[src/rtl/txslot_pkg.sv]
package txslot_pkg;
  localparam int WORD_W   = 32;
  localparam int KEY_W    = WORD_W - 1;
  localparam int DLC_W    = 4;
  localparam int TS_W     = 16;
  localparam int FULL_DLC = 8;

  typedef enum logic [1:0] {
    FLD_ID   = 2'd0,
    FLD_CTRL = 2'd1,
    FLD_DLO  = 2'd2,
    FLD_DHI  = 2'd3
  } fld_e;

  typedef enum logic [1:0] {
    SL_EMPTY = 2'd0,
    SL_PEND  = 2'd1,
    SL_BUSY  = 2'd2
  } slot_st_e;
endpackage

[src/rtl/txslot_entry.sv]
module txslot_entry
  import txslot_pkg::*;
(
  input  logic              clk_i,
  input  logic              rst_ni,
  input  logic              wr_i,
  input  fld_e              field_i,
  input  logic [WORD_W-1:0] data_i,
  input  logic              abort_i,
  input  logic              clr_i,
  input  logic              grant_i,
  input  logic              done_i,
  input  logic              ok_i,
  input  logic              no_retry_i,
  output logic [KEY_W-1:0]  id_o,
  output logic [DLC_W-1:0]  dlc_o,
  output logic [WORD_W-1:0] dlo_o,
  output logic [WORD_W-1:0] dhi_o,
  output logic              pend_o,
  output logic              busy_o,
  output logic              empty_o,
  output logic              cmp_o,
  output logic              ok_flag_o,
  output logic              req_o
);
  slot_st_e          st_q;
  logic [KEY_W-1:0]  id_q;
  logic [DLC_W-1:0]  dlc_q;
  logic [WORD_W-1:0] dlo_q, dhi_q;
  logic              cmp_q, ok_q, abt_q;

  always_ff @(posedge clk_i or negedge rst_ni) begin
    if (!rst_ni) begin
      st_q  <= SL_EMPTY;
      id_q  <= '0;
      dlc_q <= '0;
      dlo_q <= '0;
      dhi_q <= '0;
      cmp_q <= 1'b0;
      ok_q  <= 1'b0;
      abt_q <= 1'b0;
    end else begin
      if (clr_i) cmp_q <= 1'b0;
      case (st_q)
        SL_EMPTY: begin
          if (wr_i) begin
            case (field_i)
              FLD_ID: begin
                id_q <= data_i[WORD_W-1:1];
                if (data_i[0]) begin
                  st_q  <= SL_PEND;
                  cmp_q <= 1'b0;
                  ok_q  <= 1'b0;
                  abt_q <= 1'b0;
                end
              end
              FLD_CTRL: dlc_q <= data_i[DLC_W-1:0];
              FLD_DLO:  dlo_q <= data_i;
              default:  dhi_q <= data_i;
            endcase
          end
        end
        SL_PEND: begin
          if (grant_i) begin
            st_q  <= SL_BUSY;
            abt_q <= abort_i;
          end else if (abort_i) begin
            st_q  <= SL_EMPTY;
            cmp_q <= 1'b1;
            ok_q  <= 1'b0;
          end
        end
        SL_BUSY: begin
          if (abort_i) abt_q <= 1'b1;
          if (done_i) begin
            if (ok_i) begin
              st_q  <= SL_EMPTY;
              cmp_q <= 1'b1;
              ok_q  <= 1'b1;
            end else if (no_retry_i || abt_q || abort_i) begin
              st_q  <= SL_EMPTY;
              cmp_q <= 1'b1;
              ok_q  <= 1'b0;
            end else begin
              st_q <= SL_PEND;
            end
          end
        end
        default: st_q <= SL_EMPTY;
      endcase
    end
  end

  assign req_o     = wr_i && (field_i == FLD_ID) && data_i[0] && (st_q == SL_EMPTY);
  assign id_o      = id_q;
  assign dlc_o     = dlc_q;
  assign dlo_o     = dlo_q;
  assign dhi_o     = dhi_q;
  assign pend_o    = (st_q == SL_PEND);
  assign busy_o    = (st_q == SL_BUSY);
  assign empty_o   = (st_q == SL_EMPTY);
  assign cmp_o     = cmp_q;
  assign ok_flag_o = ok_q;
endmodule

[src/rtl/txslot_arb.sv]
module txslot_arb
  import txslot_pkg::*;
#(
  parameter  int NSLOT = 3,
  localparam int SW    = (NSLOT > 1) ? $clog2(NSLOT) : 1
) (
  input  logic                        clk_i,
  input  logic                        rst_ni,
  input  logic [NSLOT-1:0]            pend_i,
  input  logic [NSLOT-1:0][KEY_W-1:0] key_i,
  input  logic [NSLOT-1:0]            req_set_i,
  input  logic                        fifo_i,
  output logic [SW-1:0]               sel_o,
  output logic                        valid_o
);
  // older_q[i][j]: slot i was queued before slot j
  logic [NSLOT-1:0][NSLOT-1:0] older_q;
  logic [NSLOT-1:0]            win_fifo, win_pri, win;

  always_ff @(posedge clk_i or negedge rst_ni) begin
    if (!rst_ni) begin
      for (int i = 0; i < NSLOT; i++)
        for (int j = 0; j < NSLOT; j++)
          older_q[i][j] <= 1'(i < j);
    end else begin
      for (int i = 0; i < NSLOT; i++)
        for (int j = 0; j < NSLOT; j++)
          if (i != j) begin
            if (req_set_i[i])      older_q[i][j] <= 1'b0;
            else if (req_set_i[j]) older_q[i][j] <= 1'b1;
          end
    end
  end

  always_comb begin
    for (int i = 0; i < NSLOT; i++) begin
      win_fifo[i] = pend_i[i];
      win_pri[i]  = pend_i[i];
      for (int j = 0; j < NSLOT; j++) begin
        if (j != i && pend_i[j]) begin
          if (!older_q[i][j]) win_fifo[i] = 1'b0;
          if ((key_i[j] < key_i[i]) || ((key_i[j] == key_i[i]) && (j < i)))
            win_pri[i] = 1'b0;
        end
      end
    end
  end

  assign win = fifo_i ? win_fifo : win_pri;

  always_comb begin
    sel_o = '0;
    for (int i = NSLOT - 1; i >= 0; i--)
      if (win[i]) sel_o = SW'(i);
  end

  assign valid_o = |pend_i;
endmodule

[src/rtl/txslot_mgr.sv]
module txslot_mgr
  import txslot_pkg::*;
#(
  parameter  int NSLOT = 3,
  localparam int SW    = (NSLOT > 1) ? $clog2(NSLOT) : 1
) (
  input  logic                clk_i,
  input  logic                rst_ni,
  input  logic                hw_en_i,
  input  logic [SW-1:0]       hw_slot_i,
  input  logic [1:0]          hw_field_i,
  input  logic [WORD_W-1:0]   hw_data_i,
  input  logic [NSLOT-1:0]    abort_i,
  input  logic [NSLOT-1:0]    clr_cmp_i,
  input  logic                fifo_order_i,
  input  logic                no_retry_i,
  input  logic                time_trig_i,
  input  logic                tme_ie_i,
  input  logic [TS_W-1:0]     time_i,
  input  logic                tx_grant_i,
  input  logic                tx_done_i,
  input  logic                tx_ok_i,
  output logic [NSLOT-1:0]    empty_o,
  output logic [NSLOT-1:0]    cmp_o,
  output logic [NSLOT-1:0]    ok_o,
  output logic                irq_o,
  output logic                tx_req_o,
  output logic [SW-1:0]       tx_slot_o,
  output logic [WORD_W-1:0]   tx_id_o,
  output logic [DLC_W-1:0]    tx_dlc_o,
  output logic [2*WORD_W-1:0] tx_data_o
);
  localparam int DATA_W = 2 * WORD_W;

  fld_e                        fld;
  logic [NSLOT-1:0][KEY_W-1:0]  id_q;
  logic [NSLOT-1:0][DLC_W-1:0]  dlc_q;
  logic [NSLOT-1:0][WORD_W-1:0] dlo_q, dhi_q;
  logic [NSLOT-1:0]            pend_vec, busy_vec, req_vec;
  logic [SW-1:0]               sel_w, busy_idx, cur;
  logic                        valid_w, offer;
  logic [DATA_W-1:0]           raw_data;

  assign fld = fld_e'(hw_field_i);

  for (genvar k = 0; k < NSLOT; k++) begin : g_slot
    txslot_entry u_entry (
      .clk_i      (clk_i),
      .rst_ni     (rst_ni),
      .wr_i       (hw_en_i && (hw_slot_i == SW'(k))),
      .field_i    (fld),
      .data_i     (hw_data_i),
      .abort_i    (abort_i[k]),
      .clr_i      (clr_cmp_i[k]),
      .grant_i    (tx_grant_i && offer && (sel_w == SW'(k))),
      .done_i     (tx_done_i && busy_vec[k]),
      .ok_i       (tx_ok_i),
      .no_retry_i (no_retry_i),
      .id_o       (id_q[k]),
      .dlc_o      (dlc_q[k]),
      .dlo_o      (dlo_q[k]),
      .dhi_o      (dhi_q[k]),
      .pend_o     (pend_vec[k]),
      .busy_o     (busy_vec[k]),
      .empty_o    (empty_o[k]),
      .cmp_o      (cmp_o[k]),
      .ok_flag_o  (ok_o[k]),
      .req_o      (req_vec[k])
    );
  end

  txslot_arb #(.NSLOT(NSLOT)) u_arb (
    .clk_i     (clk_i),
    .rst_ni    (rst_ni),
    .pend_i    (pend_vec),
    .key_i     (id_q),
    .req_set_i (req_vec),
    .fifo_i    (fifo_order_i),
    .sel_o     (sel_w),
    .valid_o   (valid_w)
  );

  always_comb begin
    busy_idx = '0;
    for (int i = 0; i < NSLOT; i++)
      if (busy_vec[i]) busy_idx = SW'(i);
  end

  assign offer     = valid_w && !(|busy_vec);
  assign cur       = (|busy_vec) ? busy_idx : sel_w;
  assign tx_req_o  = offer;
  assign tx_slot_o = cur;
  assign tx_id_o   = {id_q[cur], 1'b0};
  assign tx_dlc_o  = dlc_q[cur];
  assign raw_data  = {dhi_q[cur], dlo_q[cur]};

  always_comb begin
    tx_data_o = raw_data;
    if (time_trig_i && (dlc_q[cur] == DLC_W'(FULL_DLC)))
      tx_data_o[DATA_W-1 -: TS_W] = time_i;
  end

  assign irq_o = tme_ie_i && (|cmp_o);
endmodule

[config.mk]
export PLATFORM = sky130hd
export DESIGN_NAME = txslot_mgr
export DESIGN_NICKNAME = d
export VERILOG_FILES = /design/src/rtl/txslot_pkg.sv /design/src/rtl/txslot_entry.sv /design/src/rtl/txslot_arb.sv /design/src/rtl/txslot_mgr.sv
export SDC_FILE = /design/constraint.sdc
export NUM_CORES = 1
export LEC_CHECK = 0
export BUFFER_PORTS_ARGS = -buffer_cell sky130_fd_sc_hd__buf_4
export CELL_PAD_IN_SITES_DETAIL_PLACEMENT = 0
export CELL_PAD_IN_SITES_GLOBAL_PLACEMENT = 1
export CORE_UTILIZATION = 40
export DETAILED_ROUTE_END_ITERATION = 10
export GPL_TIMING_DRIVEN = 0
export PLACE_DENSITY = 0.71
export SLEW_MARGIN = 20
export SYNTH_ARGS = -nofsm -noshare
export SYNTH_HDL_FRONTEND = slang
export SYNTH_HIERARCHICAL = 1
export SYNTH_SLANG_ARGS = --single-unit
[constraint.sdc]
create_clock -name clk_i -period 4.2 [get_ports clk_i]
set_input_delay 0.42 -clock clk_i [delete_from_list [all_inputs] [get_ports clk_i]]
set_output_delay 0.42 -clock clk_i [all_outputs]
set_load 0.03 [all_outputs]
==> flow_summary.yaml <==
detailed_routing:
  drc: 0
  via_per_inst: 5.392
  wl_met1_um: 23480
  first_iter_violations: 657
  dr.pass1.iters: 7
  post_drt_wl_per_cell_um: 21.41
  routed.top_layer: "met4"
  ant_nets: 0
  met2RoutedLength_um: 24130
  wirelength_um: 50210
  met3_length_um: 1543
  num_vias: 12644
worst_setup_path:
  crit_chain: "inv_1 > ha_1 > nand4_1 > nor4_4 > and2b_2 > o41ai_4 > a31oi_1 > a211oi_2 > buf_4 > nor2_4 > or2_1 > a211oi_2 > a222oi_1 > buf_4 > nor4b_4 > buf_6 > buf_12 > mux2_4 > buf_6"
  crit_path_start: "g_slot[1].u_entry/id_o[11]"
  path_class: "flip-flop to primary output"
  worstSetupStartpointType: "flip-flop"
  crit_path_max_fanout: 5
  cp.arrival_ns: 4.74
  slowest_stage: "dfrtp_1"
  max_stage_delay_ns: 0.43
  rr_worst_depth: 15
  critPathCapture: "tx_data_o[55]"
  reg2reg_slack_ns: 0.29
  cp-end-kind: "primary output"
  cp.required_ns: 3.78
  r2r_end: "g_slot[2].u_entry/st_q[0]"
  r2r-start: "g_slot[1].u_entry/id_o[11]"
cts:
  cts_tree: "yes"
  clk_latency_ns: 0.54
  cts_buffers: 38
  cts_htree_levels: 2
  clkSlewWorstSetupHoldPaths_ns: 0.06
  clock-sinks: 318
  cts_buffer_depth: 3
  cts_root_buf: "clkbuf_16"
timing:
  fin_crit_sh_pct: 123.0
  clock_skew_ns: 0.01853
  setup_violations: 100
  fmaxAchievable_mhz: 193.6
  hold_viol: 0
  relSlewSlack_pct: 51.51
  slew_violations: 0
  period_needed_ns: 5.165
  rsz0062_at_grt: "true"
  hold_ws_ns: 0.1554
  max_slew.worst_pin.slew_ns: 0.7274
  fin_ws_ns: -0.9649
min_path:
  hold_path_class: "input pin to flip-flop"
  hold_depth: 3
status:
  violations: "setup timing"
  outcome: "complete, but fails checks"
global_route:
  antenna_found_initial: 0
  grt_usage_pct: 22.56
  grt_overflow: 0
  grt_max_degree: 98
  grt_pass1_vias: 12787
  grt_pass1_wl_um: 75790
synth:
  synth-main-ff-cell: "dfrtp_1"
  synthDistinctLibCells: 63
  yosysSeqAreaShare_pct: 46.48
  ys_ff_latch: 318
  synth_area_leaders: "dfrtp_1 (46%), mux2_2 (20%), ha_1 (7.7%)"
  synth_edf_count: 0
  syn_area_um2: 17130
  avgSynthCellArea_um2: 11.56
  postSynthCellCount: 1482
  synth_top_area_share_pct: 46.02
  async_flop_share_pct: 100.0
  ys_warn_count: 6
  syn-num-nets: 1655
  synth_top_area_cell: "dfrtp_1"
final_layout:
  filler_cell_count: 3633
  instances_no_fill: 2345
  antenna_cells: 0
  nets: 1955
  final_util_pct: 53.43
  drive_gt1_share_pct: 43.69
  area_growth_pct: 31.43
placed_design:
  gp_congestion: 0.8563
  dp.cells: 2204
  dp_hpwl_um: 34080
  portBuffers: 179
run:
  maxCapViolCount: 0
floorplanning:
  core-area_um2: 42130
  io_pins: 181
  die_h_um: 208.9
  dieArea_um2: 43650
  die_w_um: 208.9
  rows: 75
  initial_core_util_pct: 40.65
## cells in the mapped netlist (all sizes together) (9+ instances only)
cell,n
nor2b,10
nand3,15
o21ai,120
nand4,23
inv,91
a21oi,51
clkbuf,25
nand4b,9
ha,105
dfrtp,315
nor2,31
nand2,132
mux2i,99
and2,9
mux2,319
buf,38
## worst min-delay path by stage
stage	end	slack [ns]	startpoint
2_1_floorplan	g_slot[0].u_entry/abt_q	0.12	rst_ni
3_3_place_gp	u_arb/older_q[6]	0.47	u_arb/older_q[6]
3_5_place_dp	g_slot[2].u_entry/dhi_o[10]	0.20	rst_ni
4_1_cts	g_slot[0].u_entry/cmp_o	0.14	clr_cmp_i[0]
5_1_grt	g_slot[0].u_entry/cmp_o	0.16	clr_cmp_i[0]
6_report	g_slot[0].u_entry/cmp_o	0.16	clr_cmp_i[0]
## cell families after synthesis
group                    count (synthesis)  synth area share, %
multiplexers                           418                26.76
flip-flops                             318                46.48
AND/OR/NAND/NOR                        270                8.036
AO/OA/AOI/OAI                          216                7.349
buffers and inverters                  154                3.682
adder cells (fa/ha/maj)                105                7.670
other                                    1              0.02189
## per-stage QoR
step | TNS (ns) | instance area [um^2] | worst slack, ns
floorplan | -9.197 | 17180 | -0.6184
finish | -65.76 | 22510 | -0.9649
CTS | -50.97 | 21930 | -0.9218
global route | -83.19 | 22510 | -1.114
global placement | -215.05 | 19190 | -1.905
detailed placement | -155.73 | 19310 | -1.954
## layer usage
metal	GRT usage, %	vias up
li1	-	5914
met1	31.08	6446
met2	37.67	224
met3	2.705	60
met4	5.705	0
met5	0	-
## cell type report
cell class / instances / area (um^2) / area share [%]
plain buffers: 63 / 635.6 / 2.823
clock inverters: 9 / 203.9 / 0.9060
clock buffers: 55 / 1076 / 4.780
flip-flops and latches: 318 / 7965 / 35.38
repair buffers: 260 / 2526 / 11.22
multi-input cells: 1010 / 9089 / 40.37
inverters: 91 / 341.6 / 1.517
well taps: 539 / 674.4 / 2.996
## layout by cell type (no fill, tap or decap), types with 38 or more instances in the layout
master / n
o21ai_2: 42
buf_4: 165
dfrtp_1: 312
inv_1: 86
mux2i_1: 99
clkbuf_16: 50
buf_6: 74
mux2_2: 297
a21oi_1: 50
nand2_1: 125
o21ai_0: 38
ha_1: 95
## worst max-delay path: cells and delay by family (launching register included)
family                   cells  cell delay (ns)
AND/OR/NAND/NOR              6             1.37
multiplexers                 1             0.32
flip-flops                   1             0.43
adder cells (fa/ha/maj)      1             0.27
AO/OA/AOI/OAI                5             0.92
buffers and inverters        6             0.89
## sequential cells by signal, indices dropped and copies added (netlist names)
| signal | flops |
|---|---|
| g_slot.u_entry/ok_flag_o | 3 |
| g_slot.u_entry/abt_q | 3 |
| g_slot.u_entry/dlc_o | 12 |
| g_slot.u_entry/cmp_o | 3 |
| g_slot.u_entry/id_o | 93 |
| g_slot.u_entry/dhi_o | 96 |
| g_slot.u_entry/dlo_o | 96 |
| u_arb/older_q | 6 |
| g_slot.u_entry/st_q | 6 |
## repair_timing
action                                  4_1_cts  5_1_grt
cloned                                        2        9
setup buffers                                46       29
hold buffers                                  1        0
gates resized for setup                     222       73
pin swaps                                    24        7
endpoints found under the setup margin      102      101
hold endpoints to repair                     87        0
Power is not shown: default switching activity piles up to over one toggle a cycle in this logic, so the estimate is an artifact.
